--- src/rtl/gpio_port_pkg.sv ---
package gpio_port_pkg;
  localparam logic [7:0] OFS_OUT_VAL  = 8'h00;
  localparam logic [7:0] OFS_IN_VAL   = 8'h04;
  localparam logic [7:0] OFS_DRIVE    = 8'h08;
  localparam logic [7:0] OFS_SET      = 8'h10;
  localparam logic [7:0] OFS_CLEAR    = 8'h14;
  localparam logic [7:0] OFS_PULL_ON  = 8'h18;
  localparam logic [7:0] OFS_PULL_DIR = 8'h1C;
  localparam logic [7:0] OFS_IRQ_EN   = 8'h20;
  localparam logic [7:0] OFS_IRQ_STAT = 8'h24;
  localparam logic [7:0] OFS_IRQ_HIDE = 8'h2C;
  localparam logic [7:0] OFS_IRQ_ACK  = 8'h30;
  localparam logic [7:0] OFS_KIND     = 8'h34;
  localparam logic [7:0] OFS_DUAL     = 8'h38;
  localparam logic [7:0] OFS_POL      = 8'h3C;
  localparam logic [7:0] OFS_FILT_ON  = 8'h40;
  localparam logic [7:0] OFS_FILT_DIV = 8'h44;
endpackage

--- src/rtl/gpio_port_sync.sv ---
module gpio_port_sync #(
  parameter int W      = 32,
  parameter int STAGES = 2
) (
  input  logic         clk,
  input  logic         rst_n,
  input  logic [W-1:0] d,
  output logic [W-1:0] q
);
  logic [W-1:0] chain [STAGES];

  always_ff @(posedge clk or negedge rst_n) begin
    if (!rst_n) begin
      for (int k = 0; k < STAGES; k++) chain[k] <= '0;
    end else begin
      chain[0] <= d;
      for (int k = 1; k < STAGES; k++) chain[k] <= chain[k-1];
    end
  end

  assign q = chain[STAGES-1];
endmodule

--- src/rtl/gpio_port_trig.sv ---
module gpio_port_trig #(
  parameter int N = 32
) (
  input  logic         clk,
  input  logic         rst_n,
  input  logic [N-1:0] cur,
  input  logic [N-1:0] kind,
  input  logic [N-1:0] pol,
  input  logic [N-1:0] dual,
  input  logic [N-1:0] en,
  input  logic [N-1:0] clr,
  output logic [N-1:0] status
);
  logic [N-1:0] prev_q;
  logic [N-1:0] status_q;
  logic [N-1:0] lvl_hit;
  logic [N-1:0] edg_hit;
  logic [N-1:0] hit;

  for (genvar g = 0; g < N; g++) begin : g_pin
    assign lvl_hit[g] = cur[g] ^ pol[g];
    assign edg_hit[g] = dual[g] ? (cur[g] ^ prev_q[g])
                                : ((cur[g] ^ pol[g]) & ~(prev_q[g] ^ pol[g]));
    assign hit[g]     = kind[g] ? lvl_hit[g] : edg_hit[g];
  end

  always_ff @(posedge clk or negedge rst_n) begin
    if (!rst_n) begin
      prev_q   <= '0;
      status_q <= '0;
    end else begin
      prev_q   <= cur;
      status_q <= (status_q & ~clr) | (hit & en);
    end
  end

  assign status = status_q;

  // no status bit rises on a pin that was not enabled
  a_r8_only_enabled: assert property (@(posedge clk) disable iff (!rst_n)
    1'b1 |=> ((status & ~$past(status) & ~$past(en)) == '0));
  // a clear with no competing detection empties the bit
  a_r9_clear_takes: assert property (@(posedge clk) disable iff (!rst_n)
    1'b1 |=> ((status & $past(clr) & ~$past(hit & en)) == '0));
  // an active enabled level keeps its bit set
  a_r7_level_holds: assert property (@(posedge clk) disable iff (!rst_n)
    1'b1 |=> ((status & $past(lvl_hit & kind & en)) == $past(lvl_hit & kind & en)));
endmodule

--- src/rtl/gpio_port.sv ---
module gpio_port
  import gpio_port_pkg::*;
#(
  parameter int N = 32
) (
  input  logic         clk,
  input  logic         rst_n,
  input  logic [7:0]   bus_addr,
  input  logic         bus_wr,
  input  logic [N-1:0] bus_wdata,
  output logic [N-1:0] bus_rdata,
  input  logic [N-1:0] pad_in,
  output logic [N-1:0] pad_out,
  output logic [N-1:0] pad_oe,
  output logic         irq_out
);
  localparam int SYNC_STAGES = 2;

  logic [N-1:0] out_q, drive_q, pull_on_q, pull_dir_q;
  logic [N-1:0] ien_q, hide_q, kind_q, dual_q, pol_q;
  logic [N-1:0] filt_on_q, filt_div_q;
  logic [N-1:0] pin_sync, stat_w, ack_vec;

  function automatic logic wsel(input logic [7:0] a, input logic [7:0] ofs, input logic w);
    return w && (a == ofs);
  endfunction

  gpio_port_sync #(.W(N), .STAGES(SYNC_STAGES)) u_sync (
    .clk(clk), .rst_n(rst_n), .d(pad_in), .q(pin_sync)
  );

  assign ack_vec = wsel(bus_addr, OFS_IRQ_ACK, bus_wr) ? bus_wdata : '0;

  gpio_port_trig #(.N(N)) u_trig (
    .clk(clk), .rst_n(rst_n), .cur(pin_sync), .kind(kind_q), .pol(pol_q),
    .dual(dual_q), .en(ien_q), .clr(ack_vec), .status(stat_w)
  );

  always_ff @(posedge clk or negedge rst_n) begin
    if (!rst_n) begin
      out_q <= '0;
    end else if (wsel(bus_addr, OFS_OUT_VAL, bus_wr)) begin
      out_q <= bus_wdata;
    end else if (wsel(bus_addr, OFS_SET, bus_wr)) begin
      out_q <= out_q | bus_wdata;
    end else if (wsel(bus_addr, OFS_CLEAR, bus_wr)) begin
      out_q <= out_q & ~bus_wdata;
    end
  end

  always_ff @(posedge clk or negedge rst_n) begin
    if (!rst_n) begin
      drive_q    <= '0;
      pull_on_q  <= '0;
      pull_dir_q <= '0;
      ien_q      <= '0;
      hide_q     <= '0;
      kind_q     <= '0;
      dual_q     <= '0;
      pol_q      <= '0;
      filt_on_q  <= '0;
      filt_div_q <= '0;
    end else if (bus_wr) begin
      case (bus_addr)
        OFS_DRIVE:    drive_q    <= bus_wdata;
        OFS_PULL_ON:  pull_on_q  <= bus_wdata;
        OFS_PULL_DIR: pull_dir_q <= bus_wdata;
        OFS_IRQ_EN:   ien_q      <= bus_wdata;
        OFS_IRQ_HIDE: hide_q     <= bus_wdata;
        OFS_KIND:     kind_q     <= bus_wdata;
        OFS_DUAL:     dual_q     <= bus_wdata;
        OFS_POL:      pol_q      <= bus_wdata;
        OFS_FILT_ON:  filt_on_q  <= bus_wdata;
        OFS_FILT_DIV: filt_div_q <= bus_wdata;
        default: ;
      endcase
    end
  end

  always_comb begin
    case (bus_addr)
      OFS_OUT_VAL:  bus_rdata = out_q;
      OFS_IN_VAL:   bus_rdata = pin_sync;
      OFS_DRIVE:    bus_rdata = drive_q;
      OFS_PULL_ON:  bus_rdata = pull_on_q;
      OFS_PULL_DIR: bus_rdata = pull_dir_q;
      OFS_IRQ_EN:   bus_rdata = ien_q;
      OFS_IRQ_STAT: bus_rdata = stat_w;
      OFS_IRQ_HIDE: bus_rdata = hide_q;
      OFS_KIND:     bus_rdata = kind_q;
      OFS_DUAL:     bus_rdata = dual_q;
      OFS_POL:      bus_rdata = pol_q;
      OFS_FILT_ON:  bus_rdata = filt_on_q;
      OFS_FILT_DIV: bus_rdata = filt_div_q;
      default:      bus_rdata = '0;
    endcase
  end

  assign pad_out = out_q;
  assign pad_oe  = drive_q;
  assign irq_out = |(stat_w & ~hide_q);

  // the enable register lands on the pins one cycle after the write
  a_r2_drive_follows: assert property (@(posedge clk) disable iff (!rst_n)
    (bus_wr && bus_addr == OFS_DRIVE) |=> (pad_oe == $past(bus_wdata)));
  // set window raises every written one
  a_r3_set_bits: assert property (@(posedge clk) disable iff (!rst_n)
    (bus_wr && bus_addr == OFS_SET) |=> ((pad_out & $past(bus_wdata)) == $past(bus_wdata)));
  // clear window drops every written one
  a_r3_clear_bits: assert property (@(posedge clk) disable iff (!rst_n)
    (bus_wr && bus_addr == OFS_CLEAR) |=> ((pad_out & $past(bus_wdata)) == '0));
  // fully masked status never raises the line
  a_r10_hidden_quiet: assert property (@(posedge clk) disable iff (!rst_n)
    ((stat_w & ~hide_q) == '0) |-> !irq_out);
endmodule

--- config.mk ---
export PLATFORM = sky130hd
export DESIGN_NAME = gpio_port
export DESIGN_NICKNAME = d
export VERILOG_FILES = /design/src/rtl/gpio_port_pkg.sv /design/src/rtl/gpio_port_sync.sv /design/src/rtl/gpio_port_trig.sv /design/src/rtl/gpio_port.sv
export SDC_FILE = /design/constraint.sdc
export NUM_CORES = 1
export LEC_CHECK = 0
export BUFFER_PORTS_ARGS = -buffer_cell sky130_fd_sc_hd__buf_4
export CORE_MARGIN = 4
export CORE_UTILIZATION = 59
export CTS_CLUSTER_DIAMETER = 80
export DETAILED_ROUTE_END_ITERATION = 6
export GPL_ROUTABILITY_DRIVEN = 0
export PLACE_DENSITY = 0.84
export SKIP_CTS_REPAIR_TIMING = 1
export SYNTH_ARGS = -nofsm -noshare
export SYNTH_HDL_FRONTEND = slang
export SYNTH_SLANG_ARGS = --single-unit
--- constraint.sdc ---
create_clock -name clk -period 4.9 [get_ports clk]
set_input_delay 0.98 -clock clk [delete_from_list [all_inputs] [get_ports clk]]
set_output_delay 0.98 -clock clk [all_outputs]
set_load 0.01 [all_outputs]
==> results.json <==
{
  "num_vias": 17260,
  "syn-cell-area_um2": 22200,
  "reg2reg_depth": 3,
  "yosys.area.top_type": "dfrtp_1",
  "cts_tree": "built",
  "yosys.area.top_type_share_pct": 54.2,
  "ys_top_cells_by_area": "dfrtp_1, mux2_4, mux2_2",
  "coreArea_um2": 36900,
  "die_y_um": 202,
  "antenna_found_initial": 2,
  "p_seq_share_pct": 49.0,
  "grt_pass1_wl_mm": 108,
  "synthesis.nets": 1814,
  "crit_family": "simple AND/OR/NAND/NOR gates",
  "tightest_slew_ns": 1.21,
  "hold_viol": 0,
  "clk_pin_slew_ns": 0.06,
  "cts_htree_levels": 2,
  "setup-tns-final_ns": 0,
  "yosysUniqueCellTypes": 63,
  "max-slew-margin-rel_pct": 19.3,
  "multi_input_area_um2": 9110,
  "fp.dieW_um": 202,
  "numPortBuffers": 171,
  "period_share_pct": 89.5,
  "cts_buffers": 47,
  "crit_path_top_delay_cell": "nor3b_1",
  "cts_buffer_depth": 3,
  "crit_chain": "buf_4 -> nor3b_1 -> nand2_1 -> o2bb2ai_1 -> a221oi_1 -> nand4_1 -> buf_4",
  "worstPathArrival_ns": 3.41,
  "setup_viol": 0,
  "initial_core_util_pct": 60.1,
  "cp_common_cell": "buf_4",
  "comb_power_share_pct": 9.5,
  "grt_max_degree": 108,
  "cts_root_buf": "clkbuf_16",
  "async_flop_share_pct": 100,
  "gr-total-overflow": 0,
  "crit_required_ns": 3.92,
  "cp-start-kind": "input port",
  "clock_sinks": 480,
  "min_period_ns": 4.39,
  "insertion_delay_ns": 0.58,
  "synth-edff-count": 0,
  "p_int_mw": 6.95,
  "synthCells": 1739,
  "hpwl_mm": 46.0,
  "rsz0062_at_grt": "no",
  "p_leak_nw": 12.5,
  "synthFlopType": "dfrtp_1",
  "yosysSeqAreaShare_pct": 54.2,
  "max-vdd-ir-drop_mv": 0.262,
  "dr.pass1.iters": 7,
  "drt-total-wl_mm": 71.9,
  "hold_ws_ns": 0.346,
  "hp-class": "register to register",
  "drtAntennaViolNets": 0,
  "pwr-share-clk_pct": 41.5,
  "final_nets": 1953,
  "cp.depth": 7,
  "dieArea_um2": 40800,
  "drive_gt1_share_pct": 31.4,
  "grt_usage_pct": 34.4,
  "path_class": "input port to output pin",
  "skew_ns": 0.00915,
  "outcome": "finished, violations left",
  "power_switching_mw": 2.32,
  "rrSetupSlack_ns": 3.70,
  "grt_pass1_vias": 17714,
  "avgSynthCellArea_um2": 12.8,
  "yosysMostFrequentCell": "dfrtp_1",
  "rows": 70,
  "synth_seq_cells": 480,
  "drv_cap": 0,
  "violations": "DRC",
  "viasPerCell": 7.13,
  "fillCellCount": 2429,
  "critPathMaxStageDelay_ns": 0.73,
  "drv_slew": 0,
  "synth_commonest_cells": "dfrtp_1, mux2_2, mux2_4",
  "regArea_um2": 12000,
  "cp_max_fo": 14,
  "yosys_warnings": 0,
  "drtIter0Drc": 2976,
  "area_growth_pct": 15.0,
  "path_buf_inv": 2,
  "endpoint_kind": "output pin",
  "drc": 18,
  "fmax_mhz": 228,
  "wire_per_inst_um": 29.7,
  "io_pins": 172,
  "worstHoldPathCells": 0,
  "p_sw_share_pct": 25.0,
  "power_density_nw_per_um2": 363
}
per-stage QoR:
stage               power [mW]  util [%]  instances  instance area [um2]  setup WS [ns]
finish                    9.27      69.2       2422                25500          0.513
global route              9.51      69.2       2419                25500          0.566
CTS                       9.24      69.2       2419                25500          0.698
detailed placement        5.44      64.7       2333                23900          0.689
global placement          5.38      64.7       2333                23900          0.734
floorplan                 4.96         -       1739                22200           1.44
area by class of cell:
type | count | share of cell area [%]
Clock inverter | 16 | 0.912
Inverter | 96 | 1.41
Timing Repair Buffer | 222 | 6.86
Multi-Input combinational cell | 1031 | 35.7
Sequential cell | 480 | 47.1
Clock buffer | 70 | 5.55
Antenna cell | 3 | 0.0294
Tap cell | 504 | 2.47
layer usage:
| layer | global-route usage [%] | wire length (um) | vias to the layer above |
|---|---|---|---|
| met5 | 0 | 0 | - |
| met4 | 19.2 | 4750 | 0 |
| met3 | 10.7 | 9510 | 369 |
| met2 | 51.8 | 32100 | 1457 |
| met1 | 44.7 | 25600 | 8653 |
| li1 | - | - | 6781 |
power by group through the flow:
stage                     combinational, mW  clock, mW  sequential [mW]
after floorplan                       0.479          0             4.48
after global placement                0.821          0             4.56
after detailed placement              0.856          0             4.58
after CTS                             0.863       3.86             4.51
after global routing                  0.939       4.02             4.55
final                                 0.881       3.85             4.54
final timing paths:
check | end | start
max | bus_rdata[3] | bus_addr[3]
min | u_sync.q[15]$_DFF_PN0_ | u_sync.chain[47]$_DFF_PN0_
max reg2reg | u_trig.status[5]$_DFF_PN0_ | kind_q[5]$_DFFE_PN0P_
min reg2reg | u_sync.q[15]$_DFF_PN0_ | u_sync.chain[47]$_DFF_PN0_
max in group asynchronous | pol_q[5]$_DFFE_PN0P_ | rst_n
min in group asynchronous | u_sync.chain[53]$_DFF_PN0_ | rst_n
worst register-to-register path: cells and delay by family, from the launching register on:
| family | cells | cell delay, ns |
|---|---|---|
| DFF | 1 | 0.43 |
| AOI/OAI and AO/OA | 3 | 0.66 |
registers in the layout (all words and copies together) (netlist names), named ones only:
signal and cells:
dual_q 32, filt_div_q 32, filt_on_q 32, hide_q 32
ien_q 32, kind_q 32, pad_oe 32, pol_q 32
pull_dir_q 32, pull_on_q 32, u_sync.chain 32, u_sync.q 32
u_trig.prev_q 32, u_trig.status 32
placed cells by master (no fill, tap or decap), drive strengths merged, types with 9 or more instances in the layout:
master,synthesis,final
o211ai,41,41
nand3,12,12
a221oi,17,17
a22oi,93,93
nor3,9,9
o21ai,82,82
a21oi,9,9
clkbuf,51,70
nor2,58,58
dfrtp,480,480
inv,96,96
buf,81,222
mux2i,20,20
a222oi,26,26
mux2,326,326
o22ai,37,37
nand2b,32,32
clkinv,0,9
a32o,32,32
nand2,76,76
a22o,44,44
or3,13,13
o221ai,35,35
cells by family after synthesis:
group | count (synthesis) | synth area share (%)
AOI/OAI and AO/OA | 442 | 15.1
DFF | 480 | 54.2
muxes | 346 | 19.5
buffers and inverters | 228 | 4.89
and+or+nand+nor | 243 | 6.38
Power figures use the tool's default switching activity.
